`config.mk`:
```
export PLATFORM = sky130hd
export DESIGN_NAME = clksw_ctrl
export DESIGN_NICKNAME = d
export VERILOG_FILES = /design/src/rtl/clksw_pkg.sv /design/src/rtl/clksw_sync.sv /design/src/rtl/clksw_tick_cnt.sv /design/src/rtl/clksw_status.sv /design/src/rtl/clksw_ctrl.sv
export SDC_FILE = /design/constraint.sdc
export NUM_CORES = 1
export LEC_CHECK = 0
export ABC_AREA = 1
export BUFFER_PORTS_ARGS = -buffer_cell sky130_fd_sc_hd__clkbuf_2
export CAP_MARGIN = 20
export CORE_AREA = 10 10 58 106
export CTS_CLUSTER_DIAMETER = 60
export CTS_CLUSTER_SIZE = 40
export DETAILED_ROUTE_END_ITERATION = 7
export DIE_AREA = 0 0 68 116
export PLACE_DENSITY = 0.62
export SETUP_SLACK_MARGIN = 0.02
export SYNTH_ARGS = -nofsm -noshare
export SYNTH_HDL_FRONTEND = slang
export SYNTH_SLANG_ARGS = --single-unit
export TNS_END_PERCENT = 1
```
`constraint.sdc`:
```
create_clock -name clk -period 1.4 [get_ports clk]
set_input_delay 0.42 -clock clk [delete_from_list [all_inputs] [get_ports clk]]
set_output_delay 0.42 -clock clk [all_outputs]
set_load 0.02 [all_outputs]
```
`src/rtl/clksw_pkg.sv`:
```
package clksw_pkg;

   typedef enum logic [2:0] {
      ST_RUN_INT  = 3'd0,
      ST_WAIT_OST = 3'd1,
      ST_HAND_PRI = 3'd2,
      ST_RUN_PRI  = 3'd3,
      ST_HAND_INT = 3'd4
   } clksw_state_e;

   // 2'b1x requests the internal source, anything else the primary source
   function automatic logic sel_wants_int(input logic [1:0] sel);
      return (sel == 2'b10) || (sel == 2'b11);
   endfunction

   // states in which the internal leg still clocks the device
   function automatic logic on_int_path(input clksw_state_e st);
      return (st == ST_RUN_INT) || (st == ST_WAIT_OST) || (st == ST_HAND_PRI);
   endfunction

endpackage

```
`src/rtl/clksw_sync.sv`:
```
module clksw_sync #(
   parameter int          W       = 1,
   parameter int          STAGES  = 2,
   parameter logic [W-1:0] RST_VAL = '0
) (
   input  logic         clk,
   input  logic         rst_n,
   input  logic [W-1:0] d,
   output logic [W-1:0] q
);

   logic [STAGES-1:0][W-1:0] stg;

   initial begin
      assert (STAGES >= 2) else $error("clksw_sync: STAGES must be at least 2");
   end

   always_ff @(posedge clk or negedge rst_n) begin
      if (!rst_n) stg <= {STAGES{RST_VAL}};
      else        stg <= {stg[STAGES-2:0], d};
   end

   assign q = stg[STAGES-1];

endmodule

```
`src/rtl/clksw_tick_cnt.sv`:
```
module clksw_tick_cnt #(
   parameter int LIMIT = 1024
) (
   input  logic clk,
   input  logic rst_n,
   input  logic run,
   input  logic tick,
   output logic done
);

   localparam int          CW  = $clog2(LIMIT + 1);
   localparam logic [CW-1:0] LIM = CW'(LIMIT);

   logic [CW-1:0] cnt;

   initial begin
      assert (LIMIT >= 1) else $error("clksw_tick_cnt: LIMIT must be positive");
   end

   // clears whenever run drops, so a fresh run always counts the full LIMIT
   always_ff @(posedge clk or negedge rst_n) begin
      if (!rst_n)                 cnt <= '0;
      else if (!run)              cnt <= '0;
      else if (tick && cnt != LIM) cnt <= cnt + CW'(1);
   end

   assign done = (cnt == LIM);

endmodule

```
`src/rtl/clksw_status.sv`:
```
module clksw_status
   import clksw_pkg::*;
(
   input  logic         clk,
   input  logic         rst_n,
   input  clksw_state_e state_d,
   input  logic         fast_on,
   input  logic         int_rdy,
   output logic         mux_pri_en,
   output logic         mux_int_en,
   output logic         int_stable,
   output logic         pri_started
);

   always_ff @(posedge clk or negedge rst_n) begin
      if (!rst_n) begin
         mux_pri_en  <= 1'b0;
         mux_int_en  <= 1'b1;
         int_stable  <= 1'b0;
         pri_started <= 1'b0;
      end else begin
         mux_int_en  <= (state_d == ST_RUN_INT) || (state_d == ST_WAIT_OST);
         mux_pri_en  <= (state_d == ST_RUN_PRI);
         int_stable  <= fast_on && int_rdy && on_int_path(state_d);
         pri_started <= (state_d == ST_RUN_PRI);
      end
   end

endmodule

```
`src/rtl/clksw_ctrl.sv`:
```
module clksw_ctrl
   import clksw_pkg::*;
#(
   parameter int SYNC_STAGES = 2,
   parameter int OST_CYCLES  = 1024,
   parameter int HAND_TICKS  = 2,
   parameter bit READY_SYNC  = 1'b1
) (
   input  logic       clk,
   input  logic       rst_n,
   input  logic [1:0] clk_src_sel,
   input  logic [2:0] int_freq_sel,
   input  logic       int_src_bit,
   input  logic       pri_tick,
   input  logic       int_tick,
   input  logic       int_osc_ready,
   input  logic       wdt_en,
   input  logic       fscm_en,
   output logic       mux_pri_en,
   output logic       mux_int_en,
   output logic       int_stable,
   output logic       pri_started,
   output logic       slow_rc_en,
   output logic       fast_int_en,
   output logic       pri_osc_en
);

   localparam int SYNC_W = 6;

   initial begin
      assert (HAND_TICKS >= 2 && HAND_TICKS <= 4)
         else $error("clksw_ctrl: HAND_TICKS must lie in 2..4");
      assert (OST_CYCLES >= 2) else $error("clksw_ctrl: OST_CYCLES too small");
   end

   logic [SYNC_W-1:0] sel_bus_s;
   logic [1:0]        src_s;
   logic [2:0]        freq_s;
   logic              isrc_s;
   logic              rdy_s;
   logic              want_int;
   logic              fast_on;

   clksw_sync #(.W(SYNC_W), .STAGES(SYNC_STAGES), .RST_VAL('0)) u_sel_sync (
      .clk   (clk),
      .rst_n (rst_n),
      .d     ({clk_src_sel, int_freq_sel, int_src_bit}),
      .q     (sel_bus_s)
   );

   assign {src_s, freq_s, isrc_s} = sel_bus_s;

   generate
      if (READY_SYNC) begin : g_rdy_sync
         clksw_sync #(.W(1), .STAGES(SYNC_STAGES), .RST_VAL(1'b0)) u_rdy_sync (
            .clk   (clk),
            .rst_n (rst_n),
            .d     (int_osc_ready),
            .q     (rdy_s)
         );
      end else begin : g_rdy_raw
         assign rdy_s = int_osc_ready;
      end
   endgenerate

   assign want_int = sel_wants_int(src_s);
   assign fast_on  = (freq_s != 3'd0) || isrc_s;

   clksw_state_e state_q, state_d;
   logic         ost_run, ost_done;
   logic         hand_run, hand_tick, hand_done;

   assign ost_run   = (state_q == ST_WAIT_OST);
   assign hand_run  = (state_q == ST_HAND_PRI) || (state_q == ST_HAND_INT);
   assign hand_tick = (state_q == ST_HAND_PRI) ? pri_tick : int_tick;

   clksw_tick_cnt #(.LIMIT(OST_CYCLES)) u_ost (
      .clk   (clk),
      .rst_n (rst_n),
      .run   (ost_run),
      .tick  (pri_tick),
      .done  (ost_done)
   );

   clksw_tick_cnt #(.LIMIT(HAND_TICKS)) u_hand (
      .clk   (clk),
      .rst_n (rst_n),
      .run   (hand_run),
      .tick  (hand_tick),
      .done  (hand_done)
   );

   always_comb begin
      state_d = state_q;
      unique case (state_q)
         ST_RUN_INT:  if (!want_int) state_d = ST_WAIT_OST;
         ST_WAIT_OST: begin
            if (want_int)      state_d = ST_RUN_INT;
            else if (ost_done) state_d = ST_HAND_PRI;
         end
         ST_HAND_PRI: if (hand_done) state_d = ST_RUN_PRI;
         ST_RUN_PRI:  if (want_int)  state_d = ST_HAND_INT;
         ST_HAND_INT: if (hand_done) state_d = ST_RUN_INT;
         default:     state_d = ST_RUN_INT;
      endcase
   end

   always_ff @(posedge clk or negedge rst_n) begin
      if (!rst_n) state_q <= ST_RUN_INT;
      else        state_q <= state_d;
   end

   clksw_status u_status (
      .clk         (clk),
      .rst_n       (rst_n),
      .state_d     (state_d),
      .fast_on     (fast_on),
      .int_rdy     (rdy_s),
      .mux_pri_en  (mux_pri_en),
      .mux_int_en  (mux_int_en),
      .int_stable  (int_stable),
      .pri_started (pri_started)
   );

   assign fast_int_en = fast_on;
   assign pri_osc_en  = (state_q != ST_RUN_INT);
   assign slow_rc_en  = wdt_en || fscm_en || ((state_q != ST_RUN_PRI) && !fast_on);

endmodule

```
==> results.cfg, run 1 <==
[die]
dieArea_sq_mm = 0.00789
ios = 20
core_area_sq_mm = 0.00442
die_h_microns = 116
die_x_microns = 68
num_rows = 34
start_util = 0.329

[synth]
synth_cell_type_count = 22
syn_inst = 172
yosysWarnings = 0
seq_area_frac_synth = 0.533
synth-seq-cells = 31
syn_area_sq_mm = 0.00146
synth_fp_nets = 188
syn_avg_cell_area_sq_um = 8.47

[sta]
report.final.setup_viol = 6
relSlewSlack = 0.740
timing.final.ws_setup_ns = -0.296
fin_skew_ns = 0.00784
max_freq_mhz = 590
worst_pin_slew_ns = 0.390
holdWs_ns = 0.135
layout_min_cycle_time_ns = 1.70
hold_viol = 0
rsz0062_at_grt = yes
tns_ns = -0.718
finalCritPeriodShare = 1.21
slew_violations = 0

[min_path]
hold_path.class = primary input to async pin

[clocking]
cts_hold_buffers = 0
clkTransAtPathRegs_ns = 0.07
clockBufferDepth = 2
cts_max_level = 2
post_cts_buffers = 0
cts_tree = built
cts-root-buf = clkbuf_8
clock_sinks = 31
clk_latency_ns = 0.28
cts_buffers = 5

[placed_design]
dp_cells = 259
hpwl_microns = 2380
place_congestion = 0.765
io_buffers = 18
dpl_cell_area_sq_mm = 0.00174

[worst_setup_path]
cp_max_fo = 3
worst_ep_required_time_ns = 0.98
worst_setup_path_start_kind = flip-flop
worstPathArrival_ns = 1.28
endpoint_kind = output port
path_class = flip-flop to output port

[routing]
drt-vias-per-instance = 4.55
ant_nets = 0
drt-total-wl_microns = 3090
drt_iter0_markers = 44
wl_per_cell_microns = 11.6
dr.pass1.iters = 6
drc = 0
via_count = 1214

[global_route]
antenna_found_initial = 0
met3_usage = 0.0116
grt_most_used_layer = met2
grt_start_max_net_pins = 32
grt_pass1_vias = 1288
overflow = 0
grt_pass1_wl_microns = 5410
grt_usage = 0.0895
grt.met1_usage = 0.0770
grt_use_met2 = 0.169

[status]
status = finished with violations
violations = negative setup slack

[pwr]
sw_frac_of_total = 0.231
p_per_area_mw_per_mm2 = 958
vdd_drop_max_uv = 620
p_clk_frac = 0.398
seqPwrFrac = 0.521
switching_power_mw = 0.413
p_int_mw = 1.38
combPwrFrac = 0.082
leakage_nw = 0.929

[finish]
drive_above_1_share = 0.272
final_core_util = 0.422
n_antenna_cell = 0
finalInstanceArea_sq_mm = 0.00187
layout.nets = 228
syn_to_final_growth_pct = 28.2
stdcell_count = 267

[run]
max_cap_viol_count = 0
[power by group through the flow]
stage          Combinational (mW)  Sequential (mW)  Clock [mW]
2_1_floorplan              0.0613            0.951           0
3_3_place_gp                0.138            0.947           0
3_5_place_dp                0.139            0.948           0
4_1_cts                     0.143            0.932       0.731
5_1_grt                     0.167            0.936       0.773
6_report                    0.146            0.932       0.712
[cell usage after synthesis (all sizes together)]
master | count | area [sq um]
nand2 | 50 | 188
dfrtp | 30 | 751
nor2 | 23 | 109
nand3 | 19 | 95.1
inv | 18 | 67.6
o21ai | 8 | 40.0
buf | 4 | 31.3
a21oi | 3 | 15.0
ha | 3 | 37.5
xor2 | 3 | 26.3
nand3b | 2 | 15.0
nand4 | 2 | 12.5
o21bai | 2 | 15.0
a21o | 1 | 7.51
and2 | 1 | 6.26
dfstp | 1 | 26.3
nor4 | 1 | 6.26
xnor2 | 1 | 8.76
[per-stage QoR]
| stage | power, mW | setup WS [ns] |
|---|---|---|
| after floorplan | 1.01 | -0.105 |
| after global placement | 1.08 | -0.0942 |
| after detailed placement | 1.09 | -0.0986 |
| after CTS | 1.81 | -0.355 |
| after global routing | 1.88 | -0.380 |
| final | 1.79 | -0.296 |
[final timing paths]
kind,startpoint,end,slack (ns),cells past startpoint
max,u_sel_sync.q[2],slow_rc_en,-0.30,5
min,rst_n,u_ost.cnt[6],0.14,2
max reg2reg,u_ost.cnt[0],u_status.mux_pri_en,-0.04,11
min reg2reg,u_sel_sync.stg[5],u_sel_sync.q[5],0.35,0
max in group asynchronous,rst_n,u_status.mux_int_en,0.92,2
min in group clk,int_freq_sel[1],u_sel_sync.stg[2],0.24,1
[state kept, by name, indices dropped and copies added, names as in the netlist]
signal,flops
u_ost.cnt,11
u_sel_sync.q,5
u_sel_sync.stg,5
state_q,3
u_hand.cnt,2
g_rdy_sync.u_rdy_sync.q,1
g_rdy_sync.u_rdy_sync.stg,1
u_status.int_stable,1
u_status.mux_int_en,1
u_status.mux_pri_en,1
[cells in the final DEF (no fill, tap or decap), types with 2 or more instances in the layout]
cell type  count
nor2_2         3
nand4_1        2
nor2_1        17
nor2_4         3
nand3b_1       2
o21bai_1       2
buf_2          2
clkbuf_2      15
a21oi_1        3
clkbuf_8       6
dfrtp_1       29
nand2_1       47
inv_1         17
o21ai_0        4
buf_4         18
xor2_1         3
ha_1           3
nand2_2        3
o21ai_1        4
nand3_1       18
[layer usage]
metal	vias up	wire, microns
met4	0	118
met2	17	1830
met5	-	0
met1	567	1050
li1	622	-
met3	8	91
[layout make-up]
cell class | count | area [sq um]
multi-input combinational | 119 | 608
inverter | 18 | 67.6
tap | 54 | 67.6
fill | 468 | 2560
clock buffer | 7 | 86.3
clock inverter | 1 | 5.00
timing repair buffer | 37 | 255
sequential | 31 | 778
[kinds of logic after synthesis]
logic type | synth area share
xor gates and xnor gates | 0.0240
DFF | 0.533
and+or+nand+nor | 0.296
adders and majority gates | 0.0258
AOI/OAI and AO/OA | 0.0532
buffers and inverters | 0.0678
[critical path, cell delays in order (launching register included)]
cell     delay [ns]
dfrtp_1        0.37
nor4_2         0.26
buf_4          0.16
nand2_2        0.04
nand2_2        0.07
buf_8          0.11
[repair_timing]
action / CTS / global route
setup endpoints to repair: 18 / 20
pin swaps: 2 / 1
gates cloned: 0 / 0
resized for setup: 8 / 9
endpoints found under the hold margin: 0 / 0
Power figures use the tool's default switching activity.
==> inputs of run 2 (changes only) <==
PLACE_DENSITY = 0.59   (was 0.62)
SLEW_MARGIN = 40   (was unset)
==> results.cfg, run 2 (synthesis results as in run 1) <==
[status]
status = finished with violations
violations = negative setup slack

[finish]
final_cell_mix = nand2_1, dfrtp_1, nand3_1, buf_4
layout.nets = 228
stdcell_count = 267
drive_above_1_share = 0.272
syn_to_final_growth_pct = 29.4
n_antenna_cell = 0
largest_register_ffs = 11
final_common_cell = nand2_1
final_core_util = 0.426
regMostFlops = u_ost.cnt

[worst_setup_path]
r2r_end = u_status.mux_pri_en
worstSetupStartpoint = u_sel_sync.q[2]
reg2reg_depth = 11
cp_max_fo = 3
worst_setup_path_start_kind = flip-flop
rr_startpoint = u_ost.cnt[0]
worst_ep_required_time_ns = 0.98
worstPathArrival_ns = 1.30
path_class = flip-flop to output port
r2r_slack_ns = -0.08
endpoint_kind = output port
crit_end = slow_rc_en

[clocking]
cts_tree = built
cts_hold_buffers = 0
clk_latency_ns = 0.28
clock_sinks = 31
cts_max_level = 2
clockBufferDepth = 2
cts-root-buf = clkbuf_8
clkTransAtPathRegs_ns = 0.06
cts_buffers = 5

[global_route]
grt_usage = 0.0864
grt_pass1_wl_microns = 5220
grt_start_max_net_pins = 17
antenna_found_initial = 0
overflow = 0
grt_pass1_vias = 1261

[routing]
wl_met1_microns = 1040
drt-vias-per-instance = 4.54
topRoutingLayerUsed = met4
dr_wl_met2_microns = 1850
drc = 0
via_count = 1212
dr.pass1.iters = 4
wl_per_cell_microns = 11.7
wl_met3_microns = 76
drt_iter0_markers = 51
ant_nets = 0
drt-total-wl_microns = 3110

[die]
start_util = 0.329
die_h_microns = 116
num_rows = 34
die_x_microns = 68
dieArea_sq_mm = 0.00789
ios = 20
core_area_sq_mm = 0.00442

[pwr]
leakage_nw = 0.939
vdd_drop_max_uv = 788
p_total_mw = 1.97
p_per_area_mw_per_mm2 = 1050

[placed_design]
hpwl_microns = 2460
place_congestion = 0.767
io_buffers = 18
dp_cells = 259

[sta]
tns_ns = -0.905
finalCritPeriodShare = 1.23
relSlewSlack = 0.749
max_freq_mhz = 581
worst_pin_slew_ns = 0.376
layout_min_cycle_time_ns = 1.72
holdWs_ns = 0.0407
hold_viol = 0
fin_skew_ns = 0.00414
slew_violations = 0
timing.final.ws_setup_ns = -0.320
report.final.setup_viol = 11
rsz0062_at_grt = yes

[min_path]
hold_path.class = primary input to async pin

[run]
max_cap_viol_count = 0
run 2: stage by stage:
step / setup WS (ns) / area, sq um
floorplan: -0.105 / 1460
global placement: -0.0989 / 1740
detailed placement: -0.102 / 1740
CTS: -0.354 / 1870
global route: -0.402 / 1890
finish: -0.320 / 1890
run 2: area by class of cell:
| cell class | count | area [sq um] |
|---|---|---|
| multi-input combinational | 119 | 598 |
| clock buffer | 6 | 82.6 |
| clock inverter | 2 | 35.0 |
| fill | 472 | 2540 |
| timing repair buffer | 37 | 258 |
| inverter | 18 | 67.6 |
| tap | 54 | 67.6 |
| sequential | 31 | 778 |
run 2: per-layer routing:
| layer | vias to the layer above | global-route usage |
|---|---|---|
| met2 | 18 | 0.165 |
| met1 | 567 | 0.0710 |
| met4 | 0 | 0.0702 |
| met5 | - | 0 |
| li1 | 617 | - |
| met3 | 10 | 0.0145 |
run 2: how the worst min path moves through the flow:
stage / start / endpoint / cells past startpoint
global route: rst_n / u_ost.cnt[10] / 1
finish: rst_n / u_ost.cnt[10] / 1
global placement: u_sel_sync.stg[1] / u_sel_sync.q[1] / 0
detailed placement: u_sel_sync.stg[5] / u_sel_sync.q[5] / 0
floorplan: rst_n / g_rdy_sync.u_rdy_sync.q / 0
CTS: rst_n / u_ost.cnt[10] / 1
run 2: critical path, stage by stage (launching register included):
cell and delay [ns]:
dfrtp_1 0.38, nor4_2 0.27, buf_4 0.16, nand2_2 0.05, nand2_2 0.07, buf_8 0.11
run 2: what timing repair did:
item | CTS | global route
endpoints found under the setup margin | 19 | 20
endpoints found under the hold margin | 0 | 0
pin swaps | 2 | 2
gates cloned | 0 | 0
buffers inserted | 0 | 0
resized for setup | 8 | 7
run 2: power by group:
part | switching, mW | leakage [nW] | internal (mW)
sequential | 0.0111 | 0.394 | 0.922
clock | 0.320 | 0.0612 | 0.575
combinational | 0.0844 | 0.483 | 0.0601
total | 0.415 | 0.939 | 1.56
==> inputs of run 3 (changes only) <==
CORE_AREA = 10 10 55 101   (was 10 10 58 106)
DIE_AREA = 0 0 65 111   (was 0 0 68 116)
PLACE_DENSITY = 0.64   (was 0.59)
==> results.cfg, run 3 (synthesis results as in run 1) <==
[global_route]
grt_start_max_net_pins = 32
antenna_found_initial = 0
grt_pass1_vias = 1254
overflow = 0
grt_usage = 0.0908
grt_pass1_wl_microns = 5320

[finish]
syn_to_final_growth_pct = 29.3
final_cell_mix = nand2_1, dfrtp_1, nor2_1, nand3_1
largest_register_ffs = 11
n_antenna_cell = 0
drive_above_1_share = 0.278
layout.nets = 227
seqCellArea_sq_um = 778
regMostFlops = u_ost.cnt
filler_cell_count = 397
final_common_cell = nand2_1
final_core_util = 0.470
multi_input_area_sq_um = 612

[clocking]
cts_tree = built
cts_hold_buffers = 0
cts-root-buf = clkbuf_8
clockBufferDepth = 2
clock_sinks = 31
cts_max_level = 2
clk_latency_ns = 0.28
clkTransAtPathRegs_ns = 0.07
cts_buffers = 5

[worst_setup_path]
path_class = flip-flop to output port
endpoint_kind = output port
worstPathArrival_ns = 1.30
cp_max_fo = 3
worstSetupStartpoint = u_sel_sync.q[0]
worst_ep_required_time_ns = 0.98
rr_startpoint = u_ost.cnt[0]
worst_setup_path_start_kind = flip-flop

[routing]
drt-vias-per-instance = 4.52
via_count = 1192
drt_iter0_markers = 60
drc = 0
wl_per_cell_microns = 10.8
ant_nets = 0
drt-total-wl_microns = 2850
dr.pass1.iters = 4

[die]
die_x_microns = 65
dieArea_sq_mm = 0.00722
core_area_sq_mm = 0.00401
num_rows = 33
die_h_microns = 111
start_util = 0.364
ios = 20

[pwr]
leakage_nw = 0.928
vdd_drop_max_uv = 1010
p_per_area_mw_per_mm2 = 931

[sta]
hold_viol = 0
finalCritPeriodShare = 1.23
fin_skew_ns = 0.00474
max_freq_mhz = 581
rsz0062_at_grt = yes
layout_min_cycle_time_ns = 1.72
tns_ns = -1.11
timing.final.ws_setup_ns = -0.323
report.final.setup_viol = 15
worst_pin_slew_ns = 0.304
slew_violations = 0
relSlewSlack = 0.795

[placed_design]
hpwl_microns = 2140
io_buffers = 18
place_congestion = 0.869

[min_path]
hold_path.class = primary input to async pin

[status]
status = finished with violations
violations = negative setup slack

[run]
max_cap_viol_count = 0
run 3: cell type report:
| type | count | area share |
|---|---|---|
| sequential | 31 | 0.413 |
| clock inverter | 2 | 0.00664 |
| multi-input combinational | 119 | 0.325 |
| inverter | 18 | 0.0359 |
| tap | 52 | 0.0345 |
| clock buffer | 6 | 0.0385 |
| timing repair buffer | 36 | 0.147 |
run 3: path summary, 6_finish.rpt:
kind	end	slack [ns]	depth (start not counted)
worst max-delay path	slow_rc_en	-0.32	5
worst max register to register	u_status.mux_pri_en	-0.07	11
max in group asynchronous	u_status.mux_int_en	1.09	2
min in group clk	g_rdy_sync.u_rdy_sync.stg[0]	0.24	1
worst min-delay path	u_status.int_stable	0.08	2
worst min register to register	u_sel_sync.q[1]	0.34	0
run 3: per-layer routing:
| metal | GRT usage | vias up | share of wire | routed length (microns) |
|---|---|---|---|---|
| li1 | - | 618 | - | - |
| met1 | 0.0962 | 548 | 0.42 | 1190 |
| met2 | 0.154 | 21 | 0.52 | 1490 |
| met3 | 0.0304 | 5 | 0.041 | 116 |
| met4 | 0.0431 | 0 | 0.018 | 50 |
| met5 | 0 | - | 0 | 0 |
run 3: worst max-delay path, cell delays in order, from the launching register on:
cell	delay, ns
dfrtp_1	0.38
nor4_2	0.26
buf_4	0.16
nand2_2	0.05
nand2_2	0.06
buf_8	0.11
run 3: power by group:
group          internal, mW  leakage [nW]  total [mW]  switching, mW
clock network         0.346        0.0412       0.672          0.325
logic                0.0635         0.492       0.149         0.0857
registers             0.922         0.394       0.933         0.0111
run 3: stage by stage:
step	worst slack, ns	hold slack [ns]	instance area, sq um	instances	total power [mW]
global placement	-0.0966	0.333	1740	256	1.09
global route	-0.448	0.0925	1880	264	1.84
CTS	-0.353	0.0824	1850	264	1.78
floorplan	-0.105	0.124	1460	172	1.01
finish	-0.323	0.0809	1880	264	1.75
detailed placement	-0.102	0.335	1740	256	1.09
run 3: timing repair:
item	in CTS	in global routing
setup buffers	0	0
setup endpoints to repair	20	22
gates resized for setup	10	12
pin swaps	2	1
